**src/rtl/pclk_pwrdn_pkg.sv**
```systemverilog
package pclk_pwrdn_pkg;

   typedef enum logic [1:0] {
      ACC_NONE = 2'd0,
      ACC_SET  = 2'd1,
      ACC_CLR  = 2'd2
   } pwrdn_acc_e;

   // Positions that own a flag: slave present and not folded into a lower quadrant.
   function automatic logic [31:0] own_flags(input logic [31:0] impl, input logic [31:0] share);
      return impl & ~share;
   endfunction

endpackage

```
**src/rtl/pwrdn_decode.sv**
```systemverilog
module pwrdn_decode
   import pclk_pwrdn_pkg::*;
#(
   parameter int          ADDR_W  = 12,
   parameter logic [11:0] SET_OFS = 12'h080,
   parameter logic [11:0] CLR_OFS = 12'h084
) (
   input  logic              sel,
   input  logic              wr,
   input  logic              priv,
   input  logic [ADDR_W-1:0] addr,
   output pwrdn_acc_e        wr_acc,
   output logic              rd_hit
);
   localparam logic [ADDR_W-1:0] SET_A = ADDR_W'(SET_OFS);
   localparam logic [ADDR_W-1:0] CLR_A = ADDR_W'(CLR_OFS);

   logic hit_set, hit_clr;

   assign hit_set = (addr == SET_A);
   assign hit_clr = (addr == CLR_A);

   always_comb begin
      wr_acc = ACC_NONE;
      if (sel && wr && priv) begin
         if (hit_set)      wr_acc = ACC_SET;
         else if (hit_clr) wr_acc = ACC_CLR;
      end
   end

   assign rd_hit = sel && !wr && (hit_set || hit_clr);

endmodule

```
**src/rtl/pwrdn_flag_bank.sv**
```systemverilog
module pwrdn_flag_bank
   import pclk_pwrdn_pkg::*;
#(
   parameter int          N_FLAGS   = 32,
   parameter logic [31:0] FLAG_MASK = 32'hFFFF_FFFF
) (
   input  logic               clk,
   input  logic               rst_n,
   input  pwrdn_acc_e         wr_acc,
   input  logic [N_FLAGS-1:0] wdata,
   output logic [N_FLAGS-1:0] flags
);
   for (genvar i = 0; i < N_FLAGS; i++) begin : g_bit
      if (FLAG_MASK[i]) begin : g_own
         logic f_q;
         always_ff @(posedge clk or negedge rst_n) begin
            if (!rst_n) begin
               f_q <= 1'b1;
            end else if (wdata[i]) begin
               if (wr_acc == ACC_SET)      f_q <= 1'b1;
               else if (wr_acc == ACC_CLR) f_q <= 1'b0;
            end
         end
         assign flags[i] = f_q;
      end else begin : g_none
         assign flags[i] = 1'b0;
      end
   end

endmodule

```
**src/rtl/pwrdn_enable_out.sv**
```systemverilog
module pwrdn_enable_out #(
   parameter int          N_FLAGS    = 32,
   parameter logic [31:0] IMPL_MASK  = 32'hFFFF_FFFF,
   parameter logic [31:0] SHARE_MASK = 32'h0
) (
   input  logic               clk,
   input  logic               rst_n,
   input  logic [N_FLAGS-1:0] flags,
   output logic [N_FLAGS-1:0] clk_en
);
   logic [N_FLAGS-1:0] eff_off;

   // Resolve each quadrant to the flag that governs it; lower index first so chains settle.
   always_comb begin
      eff_off[0] = IMPL_MASK[0] ? flags[0] : 1'b1;
      for (int i = 1; i < N_FLAGS; i++) begin
         if (!IMPL_MASK[i])      eff_off[i] = 1'b1;
         else if (SHARE_MASK[i]) eff_off[i] = eff_off[i-1];
         else                    eff_off[i] = flags[i];
      end
   end

   always_ff @(posedge clk or negedge rst_n) begin
      if (!rst_n) clk_en <= '0;
      else        clk_en <= ~eff_off;
   end

endmodule

```
**src/rtl/pclk_pwrdn_ctrl.sv**
```systemverilog
module pclk_pwrdn_ctrl
   import pclk_pwrdn_pkg::*;
#(
   parameter int          NUM_PS     = 8,
   parameter int          NUM_QUAD   = 4,
   parameter int          ADDR_W     = 12,
   parameter logic [11:0] SET_OFS    = 12'h080,
   parameter logic [11:0] CLR_OFS    = 12'h084,
   parameter logic [31:0] IMPL_MASK  = 32'hF0FF_FFFF,
   parameter logic [31:0] SHARE_MASK = 32'h0000_0022
) (
   input  logic              clk,
   input  logic              rst_n,
   input  logic              bus_sel,
   input  logic              bus_wr,
   input  logic              bus_priv,
   input  logic [ADDR_W-1:0] bus_addr,
   input  logic [31:0]       bus_wdata,
   output logic [31:0]       bus_rdata,
   output logic [31:0]       quad_clk_en
);
   localparam int          N_FLAGS   = NUM_PS * NUM_QUAD;
   localparam logic [31:0] FLAG_MASK = own_flags(IMPL_MASK, SHARE_MASK);

   function automatic logic share_ok();
      for (int i = 0; i < 32; i++)
         if (SHARE_MASK[i] && ((i % NUM_QUAD) == 0)) return 1'b0;
      return 1'b1;
   endfunction

   if (N_FLAGS != 32) begin : g_chk_width
      $error("pclk_pwrdn_ctrl: NUM_PS*NUM_QUAD must equal the 32-bit register width");
   end
   if ((SHARE_MASK & ~IMPL_MASK) != 32'h0) begin : g_chk_share_impl
      $error("pclk_pwrdn_ctrl: SHARE_MASK may mark only implemented quadrants");
   end
   if (!share_ok()) begin : g_chk_share_q0
      $error("pclk_pwrdn_ctrl: quadrant 0 of a select cannot share with a lower quadrant");
   end
   if (ADDR_W < 8) begin : g_chk_addr
      $error("pclk_pwrdn_ctrl: ADDR_W too narrow for register offsets");
   end

   pwrdn_acc_e  wr_acc;
   logic        rd_hit;
   logic [31:0] flag_q;

   pwrdn_decode #(
      .ADDR_W  (ADDR_W),
      .SET_OFS (SET_OFS),
      .CLR_OFS (CLR_OFS)
   ) u_decode (
      .sel    (bus_sel),
      .wr     (bus_wr),
      .priv   (bus_priv),
      .addr   (bus_addr),
      .wr_acc (wr_acc),
      .rd_hit (rd_hit)
   );

   pwrdn_flag_bank #(
      .N_FLAGS   (32),
      .FLAG_MASK (FLAG_MASK)
   ) u_bank (
      .clk    (clk),
      .rst_n  (rst_n),
      .wr_acc (wr_acc),
      .wdata  (bus_wdata),
      .flags  (flag_q)
   );

   pwrdn_enable_out #(
      .N_FLAGS    (32),
      .IMPL_MASK  (IMPL_MASK),
      .SHARE_MASK (SHARE_MASK)
   ) u_en (
      .clk    (clk),
      .rst_n  (rst_n),
      .flags  (flag_q),
      .clk_en (quad_clk_en)
   );

   assign bus_rdata = rd_hit ? flag_q : 32'h0;

endmodule

```
**config.mk**
```make
export PLATFORM = sky130hd
export DESIGN_NAME = pclk_pwrdn_ctrl
export DESIGN_NICKNAME = d
export VERILOG_FILES = /design/src/rtl/pclk_pwrdn_pkg.sv /design/src/rtl/pwrdn_decode.sv /design/src/rtl/pwrdn_flag_bank.sv /design/src/rtl/pwrdn_enable_out.sv /design/src/rtl/pclk_pwrdn_ctrl.sv
export SDC_FILE = /design/constraint.sdc
export NUM_CORES = 1
export LEC_CHECK = 0
export BUFFER_PORTS_ARGS = -buffer_cell sky130_fd_sc_hd__buf_2
export CORE_AREA = 5 5 95 97
export DETAILED_ROUTE_END_ITERATION = 10
export DIE_AREA = 0 0 100 102
export GPL_TIMING_DRIVEN = 0
export HOLD_SLACK_MARGIN = 0.03
export MAX_ROUTING_LAYER = met4
export SKIP_LAST_GASP = 1
export SYNTH_ARGS = -nofsm -noshare
export SYNTH_HDL_FRONTEND = slang
export SYNTH_HIERARCHICAL = 1
export SYNTH_SLANG_ARGS = --single-unit
```
**constraint.sdc**
```tcl
create_clock -name clk -period 5.2 [get_ports clk]
set_input_delay 0.78 -clock clk [delete_from_list [all_inputs] [get_ports clk]]
set_output_delay 0.78 -clock clk [all_outputs]
set_load 0.005 [all_outputs]
```
==> results.txt <==
Net Switching - 0.0001476 W
synthesized flop and latch total - 52
initial core utilization - 34.34%
met3 Use GR - 2.389%
DP Area - 0.003407 sq mm
Worst setup endpoint - bus_rdata[20]
pin count of the biggest net entering global routing - 53
synth top area cells - dfstp_2 25%, dfrtp_1 24%, mux2_4 11%, buf_4 10%, nand2b_4 10%
remaining antenna violation count - 0
post-cts gate resize count - 0
Final period util - 71.30%
YS warnings - 6
element type at the critical path start - input port
layout cell share with drive strength beyond 1 - 75.53%
Post-CTS Setup Repair Bufs - 0
Hold Vio Cnt, Final - 0
critical path required time - 4.42 ns
Max rail drop VDD - 0.08955 mV
first-pass GRT wire length - 8473 um
Routed WL per cell - 12.16 um
CP Capture Type - output pin
Critical Path AT - 2.93 ns
synth unique cells - 20
internal power - 0.0005649 W
clock latency at the later pin of the worst-skew pair - 0.30 ns
TritonCTS Buffers - 5
pwr/cell area - 202.7 mW/mm^2
top cell type's share of synthesized area - 24.71%
worst-margin pin slew - 1.155 ns
post-synthesis cell count - 219
TNS Setup - 0 ns
# fillers - 798
max frequency - 269.7 MHz
number of nets in the layout - 380
power share of the combinational group - 5.0%
DRC - 0
global router's overall resource usage - 11.00%
cts hold-fix bufs - 0
Worst-path clk slew - 0.09 ns
register area - 0.001334 sq mm
Syn-to-layout area delta - 27.10%
Final Skew - 0.005493 ns
path type of the worst setup path - input port to output pin
n_diodes - 0
post-route cell area - 0.003515 sq mm
CTS Buffer Depth - 2
reg2reg end - u_en/clk_en[9]
switching share of power - 20.72%
CP Launch Point - bus_addr[11]
Clk network pwr share - 38.1%
num rows - 33
final setup vio count - 0
initial drt markers - 36
area leader, netlist - dfstp_2
area occupied by multi-input gates - 0.001030 sq mm
Root Driver - clkbuf_8
Initial DRT Pass Iterations - 4
GR Util met1 - 12.55%
CTS tree - built
most common cell after layout, fill and taps aside - buf_2
gr ovfl total - 0
max_cap viols - 0
Via Count - 1,676
clock sink total - 52
DIE HEIGHT - 102 um
Post-Route WL - 5303 um
Worst R2R Setup Slack - 4.42 ns
sequential fraction of design power - 56.9%
commonest cells after routing, fill and taps aside - 96 x buf_2, 38 x buf_4, 32 x and2_2
GRT met2 Usage - 19.34%
full die area - 0.01020 sq mm
vias per inst - 3.844
critical path fanouts, max - 10
vias in the first global route - 1,736
Leak - 1.788 nW
Reg-to-Reg Start - u_bank/g_bit[9].g_own.f_q
synthesized area per cell - 12.63 sq um
hpwl dp - 4035 um
H-tree levels - 2
gpl congestion - 0.7004
status - finished clean
gr busiest metal - met2
worst min path class - flip-flop to flip-flop
post-synthesis cell area - 0.002765 sq mm
post-synthesis sequential area ratio - 48.24%
initial antenna violation count - 0
Worst R2R Path Depth - 2
core footprint - 0.008051 sq mm
max-slew violations - 0
Die W - 100 um
I/O pin cnt - 113
post-layout min period - 3.708 ns
max_slew headroom - 22.98%
RSZ-0062 raised after global routing - false
number of port buffers - 96
[how the worst min path moves through the flow]
stage | depth (start not counted) | start | end | slack (ns)
final | 2 | u_bank/g_bit[20].g_own.f_q | u_en/clk_en[20] | 0.55
after global routing | 2 | u_bank/g_bit[21].g_own.f_q | u_en/clk_en[21] | 0.57
after CTS | 2 | u_bank/g_bit[16].g_own.f_q | u_en/clk_en[16] | 0.56
after detailed placement | 2 | u_bank/g_bit[2].g_own.f_q | u_en/clk_en[2] | 0.54
after global placement | 2 | u_bank/g_bit[3].g_own.f_q | u_en/clk_en[3] | 0.54
after floorplan | 0 | rst_n | u_en/clk_en[10] | 0.48
[through the flow]
stage / instances / util [%] / hold WS [ns] / power, W / worst slack [ns]
6_report: 436 / 43.65 / 0.5540 / 0.0007125 / 1.492
2_1_floorplan: 227 / - / 0.4844 / 0.0004202 / 2.242
5_1_grt: 436 / 43.65 / 0.5709 / 0.0007475 / 1.306
3_3_place_gp: 428 / 42.32 / 0.5368 / 0.0004483 / 1.443
4_1_cts: 436 / 43.65 / 0.5598 / 0.0007310 / 1.416
3_5_place_dp: 428 / 42.32 / 0.5388 / 0.0004487 / 1.424
[routing by layer]
metal	share of wire [%]	vias to the layer above	wire (um)
met4	1.1	0	60
li1	-	841	-
met2	53	53	2809
met5	0	-	0
met1	40	778	2125
met3	5.8	4	307
[flip-flops by register name, indices dropped and copies added (netlist names)]
| signal | flops |
|---|---|
| u_bank/g_bit.g_own.f_q | 26 |
| u_en/clk_en | 26 |
[worst max-delay path, cell delays in order]
cell	delay, ns
buf_2	0.09
or4b_1	0.56
nor4_1	0.84
clkbuf_2	0.37
and2_2	0.17
buf_2	0.11
[Yosys cell counts]
cell and number:
dfstp_2 26, or4_1 1, nor4_1 3, nand3b_1 1, nor2b_1 1, inv_1 27, buf_4 38, ha_1 1
dfrtp_1 26, nand3_1 1, and2_2 32, conb_1 2, mux2_4 20, nand2b_1 5, clkbuf_1 2, clkbuf_2 3
buf_6 2, or4b_1 2, mux2_2 6, nand2b_4 20
[power groups by stage]
stage	Combinational [W]	Sequential, W	Clock [W]
3_5_place_dp	0.0000364	0.000412	0
4_1_cts	0.0000366	0.000405	0.000289
5_1_grt	0.0000404	0.000405	0.000302
3_3_place_gp	0.0000361	0.000412	0
6_report	0.0000355	0.000405	0.000272
2_1_floorplan	0.00000780	0.000412	0
[cells by family after synthesis]
family | share of synthesized area, %
AND/OR/NAND/NOR | 22.13
other | 0.2716
multiplexers | 13.30
buffers and inverters | 15.61
adder cells (fa/ha/maj) | 0.4524
flip-flops | 48.24
[cell type report]
class / count / share of cell area (%)
repair buffers: 96 / 13.67
multi-input cells: 103 / 29.30
flip-flops and latches: 52 / 37.95
clock inverters: 2 / 0.9968
inverters: 27 / 2.884
plain buffers: 45 / 9.398
well taps: 105 / 3.738
clock buffers: 6 / 2.065
Note: power is estimated with default switching activity, not from simulation.
